## config.mk

```make
export PLATFORM = sky130hd
export DESIGN_NAME = bgv_selector
export DESIGN_NICKNAME = d
export VERILOG_FILES = /design/src/rtl/bgv_pkg.sv /design/src/rtl/bgv_bit_tally.sv /design/src/rtl/bgv_tie_lfsr.sv /design/src/rtl/bgv_vote_cost.sv /design/src/rtl/bgv_selector.sv
export SDC_FILE = /design/constraint.sdc
export NUM_CORES = 1
export LEC_CHECK = 0
export BUFFER_PORTS_ARGS = -buffer_cell sky130_fd_sc_hd__buf_2
export CORE_ASPECT_RATIO = 2
export CORE_UTILIZATION = 58
export CTS_CLUSTER_DIAMETER = 30
export DETAILED_ROUTE_END_ITERATION = 10
export PLACE_DENSITY = 0.79
export SYNTH_ARGS = -nofsm -noshare
export SYNTH_HDL_FRONTEND = slang
export SYNTH_SLANG_ARGS = --single-unit
export TNS_END_PERCENT = 30
```

## constraint.sdc

```tcl
create_clock -name clk -period 14 [get_ports clk]
set_clock_uncertainty 0.2 [all_clocks]
set_input_delay 0.7 -clock clk [delete_from_list [all_inputs] [get_ports clk]]
set_output_delay 0.7 -clock clk [all_outputs]
set_load 0.05 [all_outputs]
```

## src/rtl/bgv_pkg.sv

```systemverilog
package bgv_pkg;

  // Smallest r with 2**r >= x; 0 for x <= 1.
  function automatic int ceil_log2(input logic [31:0] x);
    int r;
    r = 0;
    if (x > 32'd1) begin
      for (int b = 0; b < 32; b++) begin
        if (((x - 32'd1) >> b) != 32'd0) r = b + 1;
      end
    end
    return r;
  endfunction

endpackage

```

## src/rtl/bgv_bit_tally.sv

```systemverilog
module bgv_bit_tally #(
  parameter int CNT_W = 11
) (
  input  logic             clk,
  input  logic             rst,
  input  logic             zero_i,
  input  logic             inc_i,
  output logic [CNT_W-1:0] ones_nxt_o
);
  logic [CNT_W-1:0] ones_q;

  assign ones_nxt_o = ones_q + CNT_W'(inc_i);

  always_ff @(posedge clk) begin
    if (rst || zero_i) ones_q <= '0;
    else               ones_q <= ones_nxt_o;
  end
endmodule

```

## src/rtl/bgv_tie_lfsr.sv

```systemverilog
module bgv_tie_lfsr #(
  parameter int              LFSR_W   = 16,
  parameter int              OUT_W    = 8,
  parameter logic [LFSR_W-1:0] TAP_MASK = 16'hB400,
  parameter logic [LFSR_W-1:0] RST_SEED = 16'h0001
) (
  input  logic              clk,
  input  logic              rst,
  input  logic              load_i,
  input  logic [LFSR_W-1:0] seed_i,
  input  logic              step_i,
  output logic [OUT_W-1:0]  tie_o
);
  logic [LFSR_W-1:0] state_q;
  logic              fb;

  assign fb = ^(state_q & TAP_MASK);

  always_ff @(posedge clk) begin
    if (rst)                  state_q <= RST_SEED;
    else if (load_i)          state_q <= (seed_i == '0) ? LFSR_W'(1) : seed_i;
    else if (step_i)          state_q <= {state_q[LFSR_W-2:0], fb};
  end

  for (genvar i = 0; i < OUT_W; i++) begin : g_tie
    assign tie_o[i] = state_q[i % LFSR_W];
  end
endmodule

```

## src/rtl/bgv_vote_cost.sv

```systemverilog
module bgv_vote_cost
  import bgv_pkg::*;
#(
  parameter int VEC_W  = 8,
  parameter int CNT_W  = 11,
  parameter int RAW_W  = 14,
  parameter int COST_W = 18
) (
  input  logic [VEC_W*CNT_W-1:0] ones_i,
  input  logic [CNT_W-1:0]       len_i,
  input  logic [VEC_W-1:0]       tie_i,
  output logic [VEC_W-1:0]       bg_o,
  output logic [RAW_W-1:0]       diff_o,
  output logic [RAW_W-1:0]       raw_o,
  output logic [COST_W-1:0]      cost_o,
  output logic                   use_bg_o
);
  int idx_w;

  always_comb begin
    logic [CNT_W-1:0] n1;
    logic [CNT_W-1:0] n0;
    diff_o = '0;
    for (int i = 0; i < VEC_W; i++) begin
      n1 = ones_i[i*CNT_W +: CNT_W];
      n0 = len_i - n1;
      if (n1 > n0)      bg_o[i] = 1'b1;
      else if (n0 > n1) bg_o[i] = 1'b0;
      else              bg_o[i] = tie_i[i];
      diff_o = diff_o + RAW_W'((n1 < n0) ? n1 : n0);
    end
    raw_o    = RAW_W'(len_i) * RAW_W'(VEC_W);
    idx_w    = ceil_log2(32'(raw_o));
    cost_o   = COST_W'(diff_o) * COST_W'(idx_w);
    use_bg_o = (cost_o < COST_W'(raw_o));
  end
endmodule

```

## src/rtl/bgv_selector.sv

```systemverilog
module bgv_selector #(
  parameter int                VEC_W    = 8,
  parameter int                MAX_LEN  = 1024,
  parameter int                LFSR_W   = 16,
  parameter logic [LFSR_W-1:0] TAP_MASK = 16'hB400,
  parameter logic [LFSR_W-1:0] RST_SEED = 16'h0001,
  localparam int CNT_W  = $clog2(MAX_LEN + 1),
  localparam int RAW_W  = $clog2(VEC_W * MAX_LEN + 1),
  localparam int COST_W = RAW_W + $clog2(RAW_W + 1)
) (
  input  logic              clk,
  input  logic              rst,
  input  logic              clr,
  input  logic              seed_load,
  input  logic [LFSR_W-1:0] seed_val,
  input  logic              in_valid,
  input  logic [VEC_W-1:0]  in_vec,
  input  logic              in_last,
  output logic [VEC_W-1:0]  bg_vec,
  output logic [RAW_W-1:0]  diff_cnt,
  output logic [RAW_W-1:0]  raw_cost,
  output logic [COST_W-1:0] bg_cost,
  output logic              use_bg,
  output logic              res_valid
);
  logic [CNT_W-1:0]       len_q, len_nxt;
  logic                   accept, finish;
  logic [VEC_W*CNT_W-1:0] ones_nxt;
  logic [VEC_W-1:0]       tie_bits, bg_d;
  logic [RAW_W-1:0]       diff_d, raw_d;
  logic [COST_W-1:0]      cost_d;
  logic                   use_bg_d;

  assign accept  = in_valid && !clr && (len_q < CNT_W'(MAX_LEN));
  assign finish  = in_valid && in_last && !clr;
  assign len_nxt = len_q + CNT_W'(accept);

  always_ff @(posedge clk) begin
    if (rst || clr || finish) len_q <= '0;
    else                      len_q <= len_nxt;
  end

  for (genvar i = 0; i < VEC_W; i++) begin : g_pos
    bgv_bit_tally #(.CNT_W(CNT_W)) u_tally (
      .clk        (clk),
      .rst        (rst),
      .zero_i     (clr || finish),
      .inc_i      (accept && in_vec[i]),
      .ones_nxt_o (ones_nxt[i*CNT_W +: CNT_W])
    );
  end

  bgv_tie_lfsr #(
    .LFSR_W   (LFSR_W),
    .OUT_W    (VEC_W),
    .TAP_MASK (TAP_MASK),
    .RST_SEED (RST_SEED)
  ) u_lfsr (
    .clk    (clk),
    .rst    (rst),
    .load_i (seed_load),
    .seed_i (seed_val),
    .step_i (finish),
    .tie_o  (tie_bits)
  );

  bgv_vote_cost #(
    .VEC_W  (VEC_W),
    .CNT_W  (CNT_W),
    .RAW_W  (RAW_W),
    .COST_W (COST_W)
  ) u_vote (
    .ones_i   (ones_nxt),
    .len_i    (len_nxt),
    .tie_i    (tie_bits),
    .bg_o     (bg_d),
    .diff_o   (diff_d),
    .raw_o    (raw_d),
    .cost_o   (cost_d),
    .use_bg_o (use_bg_d)
  );

  always_ff @(posedge clk) begin
    if (rst) begin
      bg_vec    <= '0;
      diff_cnt  <= '0;
      raw_cost  <= '0;
      bg_cost   <= '0;
      use_bg    <= 1'b0;
      res_valid <= 1'b0;
    end else begin
      res_valid <= finish;
      if (finish) begin
        bg_vec   <= bg_d;
        diff_cnt <= diff_d;
        raw_cost <= raw_d;
        bg_cost  <= cost_d;
        use_bg   <= use_bg_d;
      end
    end
  end
endmodule

```

# Word-level counts from Yosys, hierarchy flattened

Cells that the tools add are included.

Register bits: 168
Input bits: 30
Output and inout port bits: 56

Add/sub/neg operators: 25
Multipliers: 1
Order comparisons: 27
Multiplexer cells: 60
Reduce and logical (&&, ||, !) cells: 51

Operator list:

| cell                                                                              | count |
|---|---|
| 32-bit nonzero test                                                               | 31 |
| 18-bit two-way mux                                                                | 31 |
| 11-bit greater-than comparator                                                    | 16 |
| 11-bit by 1-bit adder with 11-bit output                                          | 9 |
| 14-bit adder                                                                      | 7 |
| 11-bit < comparator                                                               | 8 |
| 11-bit two-way mux                                                                | 8 |
| 11-bit subtractor                                                                 | 8 |
| 16-bit two-way mux                                                                | 3 |
| 18-bit by 14-bit < comparator with 1-bit output                                   | 1 |
| 14-bit by 18-bit multiplier with 18-bit output                                    | 1 |
| 1-bit two-way mux                                                                 | 17 |
| 16-bit zero test                                                                  | 1 |
| 16-bit XOR reduction                                                              | 1 |
| 14-bit by 1-bit subtractor with 15-bit output (second input constant)             | 1 |
| 14-bit by 1-bit greater-than comparator with 1-bit output (second input constant) | 1 |
| 1-bit logical AND                                                                 | 12 |
| 11-bit < comparator (second input constant)                                       | 1 |
| 1-bit logical OR                                                                  | 4 |
| 2-bit two-way mux                                                                 | 1 |
| 2-bit nonzero test                                                                | 1 |
| 1-bit zero test                                                                   | 1 |

# Depth between registers and ports, before layout

Gate-level depths: netlist of the first run.

Depth in word-level cells: 41
Mapped depth: 63

# Cells and area by module

Synthesis of the first run repeated with hierarchy kept, for this count alone.

Cell total of the unflattened synthesis: 2377
Area total of the unflattened synthesis: 19866.6 um^2

By module, submodules not included:

| module        | times used | cells an instance | area each (um^2) | seq. area each (um^2) |
|---|---|---|---|---|
| bgv_vote_cost | 1          | 1488              | 12069.1          | 0.0 |
| bgv_bit_tally | 8          | 59                | 551.8            | 220.2 |
| bgv_selector  | 1          | 314               | 2551.2           | 1341.3 |
| bgv_tie_lfsr  | 1          | 103               | 832.0            | 320.3 |

# Worst setup path before layout of the first run

OpenSTA, ideal clock, no wires.

Kind: input to register
From: in in_valid
To: reg use_bg
Library setup time: 0.061 ns
Data arrival time: 13.909 ns
Path slack: -0.170 ns
Stages: 52
Buffers on the path: 2
Cell sequence: nor3b_1 -> ha_1 -> ha_1 -> buf_4 -> inv_1 -> maj3_1 -> maj3_2 -> maj3_2 -> a221o_1 -> a31oi_1 -> o21bai_1 -> maj3_1 -> xnor2_1 -> ha_1 -> and2_1 -> clkbuf_1 -> nand2_1 -> o221ai_2 -> (+16 left out) -> or3_1 -> or2_1 -> fa_1 -> fa_1 -> inv_1 -> fa_1 -> inv_1 -> fa_1 -> inv_1 -> ha_1 -> ha_1 -> ha_1 -> or3_1 -> a211o_1 -> a41o_1 -> a21o_1 -> a21oi_1 -> a32o_1

Longest elaborated chain between the ends: 40
Elaborated cells on any way between the ends: 120

Ends and longest elaborated chain:

| element                                                                                                 | RTL line            | RTL |
|---|---|---|
| start, declared                                                                                         | bgv_selector.sv:16  | `input logic in_valid,` |
| 1-bit logical AND (*) (2 in series)                                                                     | bgv_selector.sv:34  | `assign accept = in_valid && !clr && (len_q < CNT_W'(MAX_LEN));` |
| 11-bit by 1-bit adder with 11-bit output (*)                                                            | bgv_selector.sv:36  | `assign len_nxt = len_q + CNT_W'(accept);` |
| named net len_nxt[1]                                                                                    | bgv_selector.sv:26  | `logic [CNT_W-1:0] len_q, len_nxt;` |
| parallel branches: the longest is 36 deep, another holds 14-bit by 18-bit multiplier with 18-bit output | --                  |  |
| 18-bit by 14-bit < comparator with 1-bit output (*)                                                     | bgv_vote_cost.sv:35 | `use_bg_o = (cost_o < COST_W'(raw_o));` |
| end signal, assigned                                                                                    | bgv_selector.sv:98  | `use_bg <= use_bg_d;` |
| end, declared                                                                                           | bgv_selector.sv:23  | `output logic use_bg,` |

Mark *: on every way through the listed nets, which the timed path passes.
A chain may end at the register's enable or synchronous reset.

# Final worst setup path of the first run

From: reg len_q[10]
To: reg use_bg

Elaborated cells on any way between the ends: 118

RTL lines:

| element                                             | RTL line            | RTL |
|---|---|---|
| start, declared                                     | bgv_selector.sv:26  |  |
| start signal, assigned                              | bgv_selector.sv:40  | `else len_q <= len_nxt;` |
| 11-bit < comparator (*)                             | bgv_selector.sv:34  |  |
| 1-bit logical AND (*)                               | bgv_selector.sv:34  |  |
| 1-bit logical AND (*)                               | bgv_selector.sv:48  | `.inc_i (accept && in_vec[i]),` |
| 11-bit by 1-bit adder with 11-bit output (*)        | bgv_bit_tally.sv:12 | `assign ones_nxt_o = ones_q + CNT_W'(inc_i);` |
| named net g_pos[1].u_tally.ones_nxt_o[0]            | bgv_bit_tally.sv:8  | `output logic [CNT_W-1:0] ones_nxt_o` |
| 11-bit subtractor                                   | bgv_vote_cost.sv:26 | `n0 = len_i - n1;` |
| 11-bit < comparator                                 | bgv_vote_cost.sv:30 | `diff_o = diff_o + RAW_W'((n1 < n0) ? n1 : n0);` |
| 11-bit two-way mux (*)                              | bgv_vote_cost.sv:30 |  |
| 14-bit adder (*) (7 in series)                      | bgv_vote_cost.sv:30 |  |
| 14-bit by 18-bit multiplier with 18-bit output (*)  | bgv_vote_cost.sv:34 | `cost_o = COST_W'(diff_o) * COST_W'(idx_w);` |
| named net cost_d[11]                                | bgv_selector.sv:31  | `logic [COST_W-1:0] cost_d;` |
| 18-bit by 14-bit < comparator with 1-bit output (*) | bgv_vote_cost.sv:35 |  |

Mark *: on every way through the listed nets, which the timed path passes. The rest lies on a longest branch.

==> metrics, run 1 <==
result of the run finished, final reports clean; placed instance count 2,938; Synth Flop Type dfxtp_1; register-to-register setup slack ~0.35 ns; vias in the first global route roughly 18,000; dpl hpwl 47,700 um; largest incremental delay on the critical path 0.55 ns; worst setup path start len_q[10]$_SDFF_PP0_; routed wire length just over 60,000 um; GRT Total Usage a little under two fifths; remaining number of nets flagged by the antenna check after routing 0; worst flop-to-flop path startpoint len_q[10]$_SDFF_PP0_; top cells by count, synth nor2_1 (349), inv_1 (248), ha_1 (246); Top-Level Pins 86; sequential area share after synthesis 18.4%; detailed-route vias per instance 5.86; DR WL/cell 20.1 um; Critical-path top delay cell fa_1; H-tree level count 4; final total negative setup slack 0 ns; count of clock tree sinks 168; count of yosys warnings during synthesis 0; Port Buffer Count 82; count leader, synth nor2_1; post-synthesis sequential element count ~170; total global routing overflow 0; static power due to leakage 0.0107 uW; relative slew slack 19.4%; number of detailed-routing iterations run before antenna repair 5; data required time of the worst path 14.22 ns; clock root buffer clkbuf_16; slew at the pin closest to its max-slew limit 1.21 ns; number of buffers between clock root and the deepest sink 2; ratio of cells with drive above 1 in the final layout 19.2%; number of antenna repair diodes 0; depth of the worst register-to-register path 51; final setup margin ~0.35 ns; count of unresolved DRC violations after routing 0; clock latency on the worst-skew pair 0.47 ns; end of the worst register-to-register path use_bg$_SDFFE_PP0P_; Hold Buf Count CTS 0; timing endpoint of the critical path use_bg$_SDFFE_PP0P_; crit end category flop; Cell Rows 91; biggest area contributors in the synthesized netlist dfxtp_1 (18%), ha_1 (17%), fa_1 (11%), nor2_1 (7.2%), xnor2_1 (6.7%); distinct cell type count of the synthesized netlist 85; most frequent cell on the critical path fa_1; peak fanout along the critical path 5; time the worst path needs with I/O delays and setup 13.65 ns; antenna violations before repair 2; Synth-to-Final Area Change 20.4%; startpoint-to-endpoint class of the critical path flop to flop; initial core utilization 59.2%; Final Hold Viols 0; Core Box Area 30,900 um2; Layout Cells excl Fill ~3,000; Setup Slack @ Placement -0.546 ns; Synth area leader dfxtp_1; number of synthesized flops with an enable pin 0; signal arrival time at the worst endpoint 13.87 ns; CTS tree done; Hold Crit Class flop to flop; power per standard cell area 157 nW/um2; final number of max-transition violations 0; Avg Inst Size Synth 7.99 um2; final worst-path cycle share 97.5%; first-pass GRT wire length a little over 90,000 um; Num CTS Buffers 17; clock edge transition at the registers on the reported setup and hold paths 0.08 ns; DR vias 17,581; full die area 32,200 um2; floorplan die width 127 um; pin count of the biggest net entering global routing 100; top achievable clock speed 73.3 MHz; final weighted congestion of routability-driven global placement 0.993; post-layout net count 2,946; cell count after synthesis 2,285; drt initial violations 1,012; type of origin of the critical path flop; maximum VDD drop 0.239 mV; async set or reset register ratio after synthesis 0%; area share of the leading cell type in the synthesized netlist between 15 and 20%; netlist area before placement 18,300 um2; number of maximum-capacitance constraint violations 0; count of endpoints failing setup in the final report 0; die height 253 um
==> kinds of logic (layout without fill, tap and decap cells) <==
family	after synthesis	count (layout)	share of synthesized area (%)
AO/OA/AOI/OAI	405	405	14.4
AND/OR/NAND/NOR	776	776	18.9
flip-flops	168	168	18.4
buffers and inverters	331	624	7.04
XOR/XNOR	203	203	10.1
multiplexers	33	33	1.91
adder cells (fa/ha/maj)	368	368	29.2
other	1	3	0.0205
==> cell usage in the layout, fill, tap and decap left out, types with 10 or more instances in the layout <==
cell type / netlist / routed
a211oi_1: 23 / 21
mux2i_1: 22 / 15
buf_2: 10 / 83
nand2b_1: 21 / 21
clkbuf_16: 0 / 18
buf_4: 4 / 245
xor2_1: 59 / 57
fa_1: 103 / 101
a21oi_2: 1 / 14
dfxtp_1: 168 / 167
ha_1: 246 / 234
o21a_1: 35 / 35
and2_1: 13 / 12
xnor2_2: 2 / 15
xnor2_1: 139 / 126
maj3_1: 16 / 14
nor2b_1: 24 / 23
nand2_1: 180 / 180
nand4_1: 23 / 23
or2_2: 14 / 14
nand3_1: 68 / 68
o21ai_0: 61 / 54
nor3_1: 25 / 22
a21oi_1: 148 / 135
a31oi_1: 11 / 11
a21o_1: 19 / 19
nor2_1: 349 / 348
inv_1: 248 / 247
and3_1: 21 / 21
nor4_1: 11 / 10
==> report_power, final <==
group	internal, uW	switching, uW	total, uW
registers	501	13.4	514
clock network	288	242	530
logic	1090	1320	2410
==> worst min-delay path by stage <==
| stage | cells after the start | startpoint | endpoint |
|---|---|---|---|
| 2_1_floorplan | 2 | g_pos[4].u_tally.ones_q[10]$_SDFF_PP0_ | g_pos[4].u_tally.ones_q[10]$_SDFF_PP0_ |
| 3_3_place_gp | 2 | raw_cost[3]$_SDFFE_PP0P_ | raw_cost[3]$_SDFFE_PP0P_ |
| 3_5_place_dp | 2 | bg_vec[5]$_SDFFE_PP0P_ | bg_vec[5]$_SDFFE_PP0P_ |
| 4_1_cts | 2 | bg_vec[5]$_SDFFE_PP0P_ | bg_vec[5]$_SDFFE_PP0P_ |
| 5_1_grt | 2 | bg_cost[11]$_SDFFE_PP0P_ | bg_cost[11]$_SDFFE_PP0P_ |
| 6_report | 2 | bg_vec[2]$_SDFFE_PP0P_ | bg_vec[2]$_SDFFE_PP0P_ |
==> worst max-delay path: cells and delay by family, from the launching register on <==
kind                     cells  cell delay [ns]
adder cells (fa/ha/maj)     20             7.62
XOR/XNOR                     3             0.85
multiplexers                 1             0.29
AND/OR/NAND/NOR              7             1.35
AO/OA/AOI/OAI               11             2.03
flip-flops                   1             0.36
buffers and inverters        9             0.88
==> registers in the layout, summed over array words and instances (netlist names) <==
| register | cells |
|---|---|
| use_bg | 1 |
| len_q | 11 |
| bg_cost | 18 |
| bg_vec | 8 |
| res_valid | 1 |
| g_pos.u_tally.ones_q | 88 |
| diff_cnt | 14 |
| raw_cost | 11 |
| u_lfsr.state_q | 16 |
==> layout make-up <==
cell class	count	area, um2
timing repair buffer	340	2460
multi-input combinational	1788	14100
sequential	168	3360
fill	2455	8870
tap	418	523
clock buffer	17	425
inverter	252	946
clock inverter	15	204
==> routing by layer <==
layer / wire length [um] / vias to the layer above / global-route usage [%]
li1: - / 8241 / -
met1: 19500 / 8359 / 34.9
met2: 30900 / 609 / 68.7
met3: 2920 / 372 / 6.23
met4: 7120 / 0 / 38.2
met5: 0 / - / 0
==> timing repair <==
| action | CTS | global route |
|---|---|---|
| gates cloned | 0 | 2 |
| buffers inserted | 0 | 26 |
| gates resized for setup | 5 | 93 |
| setup endpoints to repair | 3 | 6 |
| pin swaps | 2 | 39 |
==> through the flow <==
| stage | utilization (%) | total power (uW) | area (um2) | hold slack (ns) |
|---|---|---|---|---|
| final | 71.3 | 3450 | 22000 | 0.258 |
| after global placement | 67.0 | 2660 | 20700 | 0.241 |
| after CTS | 69.2 | 3270 | 21300 | 0.259 |
| after detailed placement | 67.0 | 2710 | 20700 | 0.247 |
| after floorplan | - | 1770 | 18300 | 0.316 |
| after global routing | 71.3 | 3680 | 22000 | 0.270 |
(Power assumes the default switching activity.)
==> run 2: changes to the inputs <==
--- a/config.mk
+++ b/config.mk
@@ -7,10 +7,10 @@
 export LEC_CHECK = 0
 export BUFFER_PORTS_ARGS = -buffer_cell sky130_fd_sc_hd__buf_2
 export CORE_ASPECT_RATIO = 2
-export CORE_UTILIZATION = 58
+export CORE_UTILIZATION = 29
 export CTS_CLUSTER_DIAMETER = 30
 export DETAILED_ROUTE_END_ITERATION = 10
-export PLACE_DENSITY = 0.79
+export SKIP_CTS_REPAIR_TIMING = 1
 export SYNTH_ARGS = -nofsm -noshare
 export SYNTH_HDL_FRONTEND = slang
 export SYNTH_SLANG_ARGS = --single-unit
==> run 2 against run 1 <==
Net effect:
- register-to-register slack improved by 0.17 ns
- combinational power fell by 9.5%
- worst hold slack got worse by 0.011 ns
- power fell by 7.4%
- clock power fell by 4.7%
- worst setup slack improved by 0.17 ns
- sequential share of layout area fell by 0.30 points
- critical path depth rose by 3
- non-clock buffer count rose by 16
- via count fell by 2.9%
==> metrics, run 2 (synthesis gave the netlist of run 1 again) <==
clock root buffer clkbuf_16; most frequent cell on the critical path fa_1; Core Box Area 62,000 um2; type of origin of the critical path flop; count of clock tree sinks 168; floorplan die width 179 um; DR WL met3 2020 um; data required time of the worst path around 14 ns; highest layer used for signal routing met4; worst setup path start len_q[10]$_SDFF_PP0_; maximum VDD drop 0.167 mV; most common library cell in the layout ignoring fill and taps nor2_1; number of detailed-routing iterations run before antenna repair 7; drt initial violations roughly 690; remaining number of nets flagged by the antenna check after routing 0; final weighted congestion of routability-driven global placement 0.954; startpoint-to-endpoint class of the critical path flop to flop; placed inst area roughly 21,000 um2; final number of max-transition violations 0; register bank with the most flops g_pos.u_tally.ones_q; slew at the pin closest to its max-slew limit 1.15 ns; static power due to leakage 0.0107 uW; met2 wire length 33,500 um; commonest cells after routing, fill and taps aside nor2_1 (348), buf_4 (265), inv_1 (246); final worst-path cycle share between 90% and 100%; worst flop-to-flop path startpoint len_q[10]$_SDFF_PP0_; H-tree level count 4; vias in the first global route 17,658; clock latency on the worst-skew pair 0.50 ns; initial core utilization 29.5%; peak fanout along the critical path 7; Port Buffer Count 82; Critical-path top delay cell fa_1; power per standard cell area 143 nW/um2; CTS tree done; Final Instance Area 22,400 um2; Largest register FFs 88; first-pass GRT wire length about 96,000 um; Hold Crit Class primary input to flop; registers with the most flip-flops g_pos.u_tally.ones_q: 88 flops, bg_cost: 18 flops, u_lfsr.state_q: 16 flops; register-to-register setup slack 0.52 ns; depth of the worst register-to-register path 54; largest incremental delay on the critical path between 0.5 and 0.6 ns; GRT Total Usage 19.9%; top achievable clock speed 74.2 MHz; Layout Cells excl Fill 3,383; die height 357 um; Top-Level Pins 86; number of maximum-capacitance constraint violations 0; number of buffers between clock root and the deepest sink 2; time the worst path needs with I/O delays and setup 13.48 ns; full die area ~64,000 um2; routed wire length 62,600 um; Setup Slack @ Placement -0.334 ns; end of the worst register-to-register path use_bg$_SDFFE_PP0P_; count of unresolved DRC violations after routing 0; pin count of the biggest net entering global routing 65; Num CTS Buffers 17; clock edge transition at the registers on the reported setup and hold paths about 0.080 ns; DR WL/cell 18.5 um; final total negative setup slack 0 ns; Synth-to-Final Area Change 22.8%; Cell Rows 129; dpl hpwl 51,300 um; crit end category flop; count of endpoints failing setup in the final report 0; placed instance count ~3,300; detailed-route vias per instance 5.05; post-layout net count between 2,000 and 3,000; total global routing overflow 0; ratio of cells with drive above 1 in the final layout 19.2%; final setup margin 0.521 ns; DR vias 17,073; Final Hold Viols 0; relative slew slack 23.4%; timing endpoint of the critical path use_bg$_SDFFE_PP0P_; signal arrival time at the worst endpoint 13.71 ns; metal1 wirelength between 20,000 and 25,000 um; result of the run finished, final reports clean; antenna violations before repair 1
[run 2: cell types whose count changed in the layout (fill, tap and decap cells not counted), sizes merged]
cell,change
buf,+17
clkinv,+3
bufinv,-2
clkinvlp,-1
diode,+1
inv,-1
[run 2: power breakdown]
group          internal, uW  switching, uW  total [uW]
Sequential              501           13.3         514
Combinational           955           1220        2180
Clock                   258            247         505
[run 2: metal layers]
layer	GRT usage, %	vias up
met5	0	-
li1	-	8294
met1	17.6	8126
met2	38.4	414
met3	2.86	239
met4	18.9	0
[run 2: worst min-delay path by stage]
stage / startpoint / to / slack [ns] / depth (start not counted)
2_1_floorplan: g_pos[4].u_tally.ones_q[10]$_SDFF_PP0_ / g_pos[4].u_tally.ones_q[10]$_SDFF_PP0_ / 0.32 / 2
3_3_place_gp: bg_cost[2]$_SDFFE_PP0P_ / bg_cost[2]$_SDFFE_PP0P_ / 0.24 / 2
3_5_place_dp: bg_cost[2]$_SDFFE_PP0P_ / bg_cost[2]$_SDFFE_PP0P_ / 0.24 / 2
4_1_cts: seed_val[13] / u_lfsr.state_q[13]$_SDFFE_PP0P_ / 0.22 / 3
5_1_grt: seed_val[14] / u_lfsr.state_q[14]$_SDFFE_PP0P_ / 0.25 / 3
6_report: seed_val[13] / u_lfsr.state_q[13]$_SDFFE_PP0P_ / 0.25 / 3
[run 2: worst max-delay path: cells and delay by family, from the launching register on]
family	cells	cell delay, ns
xor+xnor	1	0.14
compound gates	17	3.29
fa+ha+maj	19	7.15
buf+inv	10	1.05
mux	1	0.09
flops	1	0.36
simple gates	6	1.13
[run 2: layout make-up]
type / count / area (um2)
antenna: 1 / 2.50
clock buffer: 18 / 439
clock inverter: 14 / 159
fill: 6594 / 39600
inverter: 252 / 946
multi-input combinational: 1788 / 14000
sequential: 168 / 3360
tap: 786 / 983
timing repair buffer: 356 / 2570
[run 2: through the flow]
step	hold slack [ns]	total power (uW)	utilization (%)
final	0.247	3200	36.2
after global routing	0.252	3480	36.2
after CTS	0.225	3160	35.5
after detailed placement	0.243	2630	34.5
after global placement	0.241	2630	34.5
after floorplan	0.316	1770	-
==> run 3: changes to the inputs <==
--- a/config.mk
+++ b/config.mk
@@ -5,7 +5,7 @@
 export SDC_FILE = /design/constraint.sdc
 export NUM_CORES = 1
 export LEC_CHECK = 0
-export BUFFER_PORTS_ARGS = -buffer_cell sky130_fd_sc_hd__buf_2
+export BUFFER_PORTS_ARGS = -buffer_cell sky130_fd_sc_hd__clkbuf_2
 export CORE_ASPECT_RATIO = 2
 export CORE_UTILIZATION = 29
 export CTS_CLUSTER_DIAMETER = 30
==> constraint.sdc (replaced) <==
create_clock -name clk -period 12.9 [get_ports clk]
set_clock_uncertainty 0.2 [all_clocks]
set_input_delay 0.645 -clock clk [delete_from_list [all_inputs] [get_ports clk]]
set_output_delay 0.645 -clock clk [all_outputs]
set_load 0.05 [all_outputs]
==> run 3 against run 2 <==
Net effect:
- the flow now finishes with violations (design-rule violations, negative setup slack)
- flip-flop and latch count unchanged
- final area grew 15%
- critical endpoint unchanged
- critical path type unchanged
- highest routed layer unchanged
- clock power rose by 5.7%
- worst setup slack got worse by 0.67 ns
- worst hold slack worse by 0.040 ns
- final cell count grew 8.3%
==> metrics, run 3 (synthesis gave the netlist of run 1 again) <==
largest incremental delay on the critical path between 0.5 and 0.6 ns; final number of max-transition violations 0; Crit path max-delay family adder cells; final-layout fill cell count 6,293; Critical-path top delay cell fa_1; cell internal power dissipation around 2300 uW; Largest register FFs 88; Final Hold Viols 0; routed wire length slightly below 70,000 um; part of the power in registers 13.1%; clock latency on the worst-skew pair 0.49 ns; Comb pwr share 74.3%; relative slew slack between 20% and 30%; final worst-path cycle share 101%; count of unresolved DRC violations after routing 8; first-pass GRT wire length 99,400 um; register bank with the most flops g_pos.u_tally.ones_q; registers with the most flip-flops g_pos.u_tally.ones_q: 88 flops, bg_cost: 18 flops, u_lfsr.state_q: 16 flops; maximum VDD drop approximately 0.23 mV; Final Instance Area 25,800 um2; most frequent cell on the critical path fa_1; antenna violations before repair 2; vias in the first global route roughly 19,000; type of origin of the critical path flop; dpl hpwl 54,600 um; final setup margin -0.145 ns; Synth-to-Final Area Change 41.6%; power per standard cell area approximately 160 nW/um2; Top-Level Pins 86; unrepaired setup endpoints after global routing true; number of buffers between clock root and the deepest sink 2; final weighted congestion of routability-driven global placement 0.946; clock edge transition at the registers on the reported setup and hold paths 0.07 ns; final total negative setup slack -0.228 ns; number of maximum-capacitance constraint violations 0; H-tree level count 4; count of endpoints failing setup in the final report 3; placed instance count 3,581; post-layout net count 3,243; peak fanout along the critical path 6; data required time of the worst path 13.13 ns; clock root buffer clkbuf_16; initial core utilization ~29%; Cell Rows 129; floorplan die width 179 um; drt initial violations 598; slew at the pin closest to its max-slew limit about 1.2 ns; remaining number of nets flagged by the antenna check after routing 0; most common library cell in the layout ignoring fill and taps buf_4; pin count of the biggest net entering global routing 90; switching share of power 45.1%; GRT Total Usage 20.7%; crit end category flop; DR WL/cell 18.5 um; number of detailed-routing iterations run before antenna repair 8; proportion of power drawn by the clock network 12.5%; count of clock tree sinks 168; commonest cells after routing, fill and taps aside buf_4 (529), nor2_1 (337), inv_1 (224); switching power between 1500 and 2000 uW; Layout Cells excl Fill 3,664; Num CTS Buffers 17; ratio of cells with drive above 1 in the final layout 33.8%; static power due to leakage 0.0121 uW; CTS tree done; time the worst path needs with I/O delays and setup 13.04 ns; top achievable clock speed 76.7 MHz; buffering stage count on the worst path with inverters included 12; DR vias 18,290; die height between 300 and 400 um; result of the run finished with violations; signal arrival time at the worst endpoint 13.27 ns; startpoint-to-endpoint class of the critical path flop to flop; Hold Crit Class primary input to flop; total global routing overflow 0; full die area 64,000 um2; failing checks design-rule violations, negative setup slack; Core Box Area 62,000 um2; detailed-route vias per instance 4.99; placed inst area 23,400 um2; Port Buffer Count 82
[run 3: cell types whose count changed in the layout (fill, tap and decap cells not counted), moves of 13 or more]
cell      previous run  this run
buf_6                1        14
clkbuf_2             0        82
a21oi_2              8        32
fa_1                99        85
a21oi_1            140       115
o21ai_0             56        33
inv_2                6        26
buf_2               82         0
xnor2_1            132       119
fa_2                 4        18
buf_4              265       529
ha_1               234       191
inv_1              246       224
ha_4                 3        38
[run 3: power by group through the flow]
stage	Sequential, uW	Combinational, uW	Clock (uW)
2_1_floorplan	643	1360	0
3_3_place_gp	572	2660	0
3_5_place_dp	572	2680	0
4_1_cts	560	2700	549
5_1_grt	563	3440	564
6_report	560	3170	534
[run 3: worst min-delay path: cells and delay by family]
kind / cells / cell delay, ns
compound gates: 1 / 0.05
buf+inv: 1 / 0.09
simple gates: 1 / 0.07
[run 3: worst paths after layout]
check	start	to	slack, ns	cells past startpoint
worst max-delay path	len_q[10]$_SDFF_PP0_	use_bg$_SDFFE_PP0P_	-0.14	59
worst max register to register	len_q[10]$_SDFF_PP0_	use_bg$_SDFFE_PP0P_	-0.14	59
worst min register to register	bg_cost[1]$_SDFFE_PP0P_	bg_cost[1]$_SDFFE_PP0P_	0.26	2
worst min-delay path	seed_val[10]	u_lfsr.state_q[10]$_SDFFE_PP0P_	0.21	3
[run 3: cell type report]
cell class | count | area, um2 | share of cell area (%)
well taps | 786 | 983 | 3.80
inverters | 252 | 955 | 3.69
clock inverters | 11 | 111 | 0.431
repair buffers | 637 | 4770 | 18.5
clock buffers | 21 | 460 | 1.78
multi-input cells | 1788 | 15200 | 58.8
flip-flops and latches | 168 | 3370 | 13.0
diodes | 1 | 2.50 | 0.00968
[run 3: through the flow]
| stage | util, % | hold WS, ns | worst slack, ns | power [uW] |
|---|---|---|---|---|
| final | 41.7 | 0.206 | -0.145 | 4260 |
| after global routing | 41.7 | 0.211 | -0.537 | 4560 |
| after CTS | 38.7 | 0.182 | -0.765 | 3810 |
| after detailed placement | 37.8 | 0.250 | -1.12 | 3250 |
| after global placement | 37.8 | 0.244 | -1.08 | 3230 |
| after floorplan | - | 0.316 | 0.00260 | 2000 |
[run 3: layer usage]
layer | vias to the layer above | part of all wire (%) | GRT usage [%]
li1 | 8835 | - | -
met1 | 8776 | 32 | 17.6
met2 | 437 | 54 | 41.2
met3 | 242 | 3.6 | 2.71
met4 | 0 | 11 | 19.6
met5 | - | 0 | 0
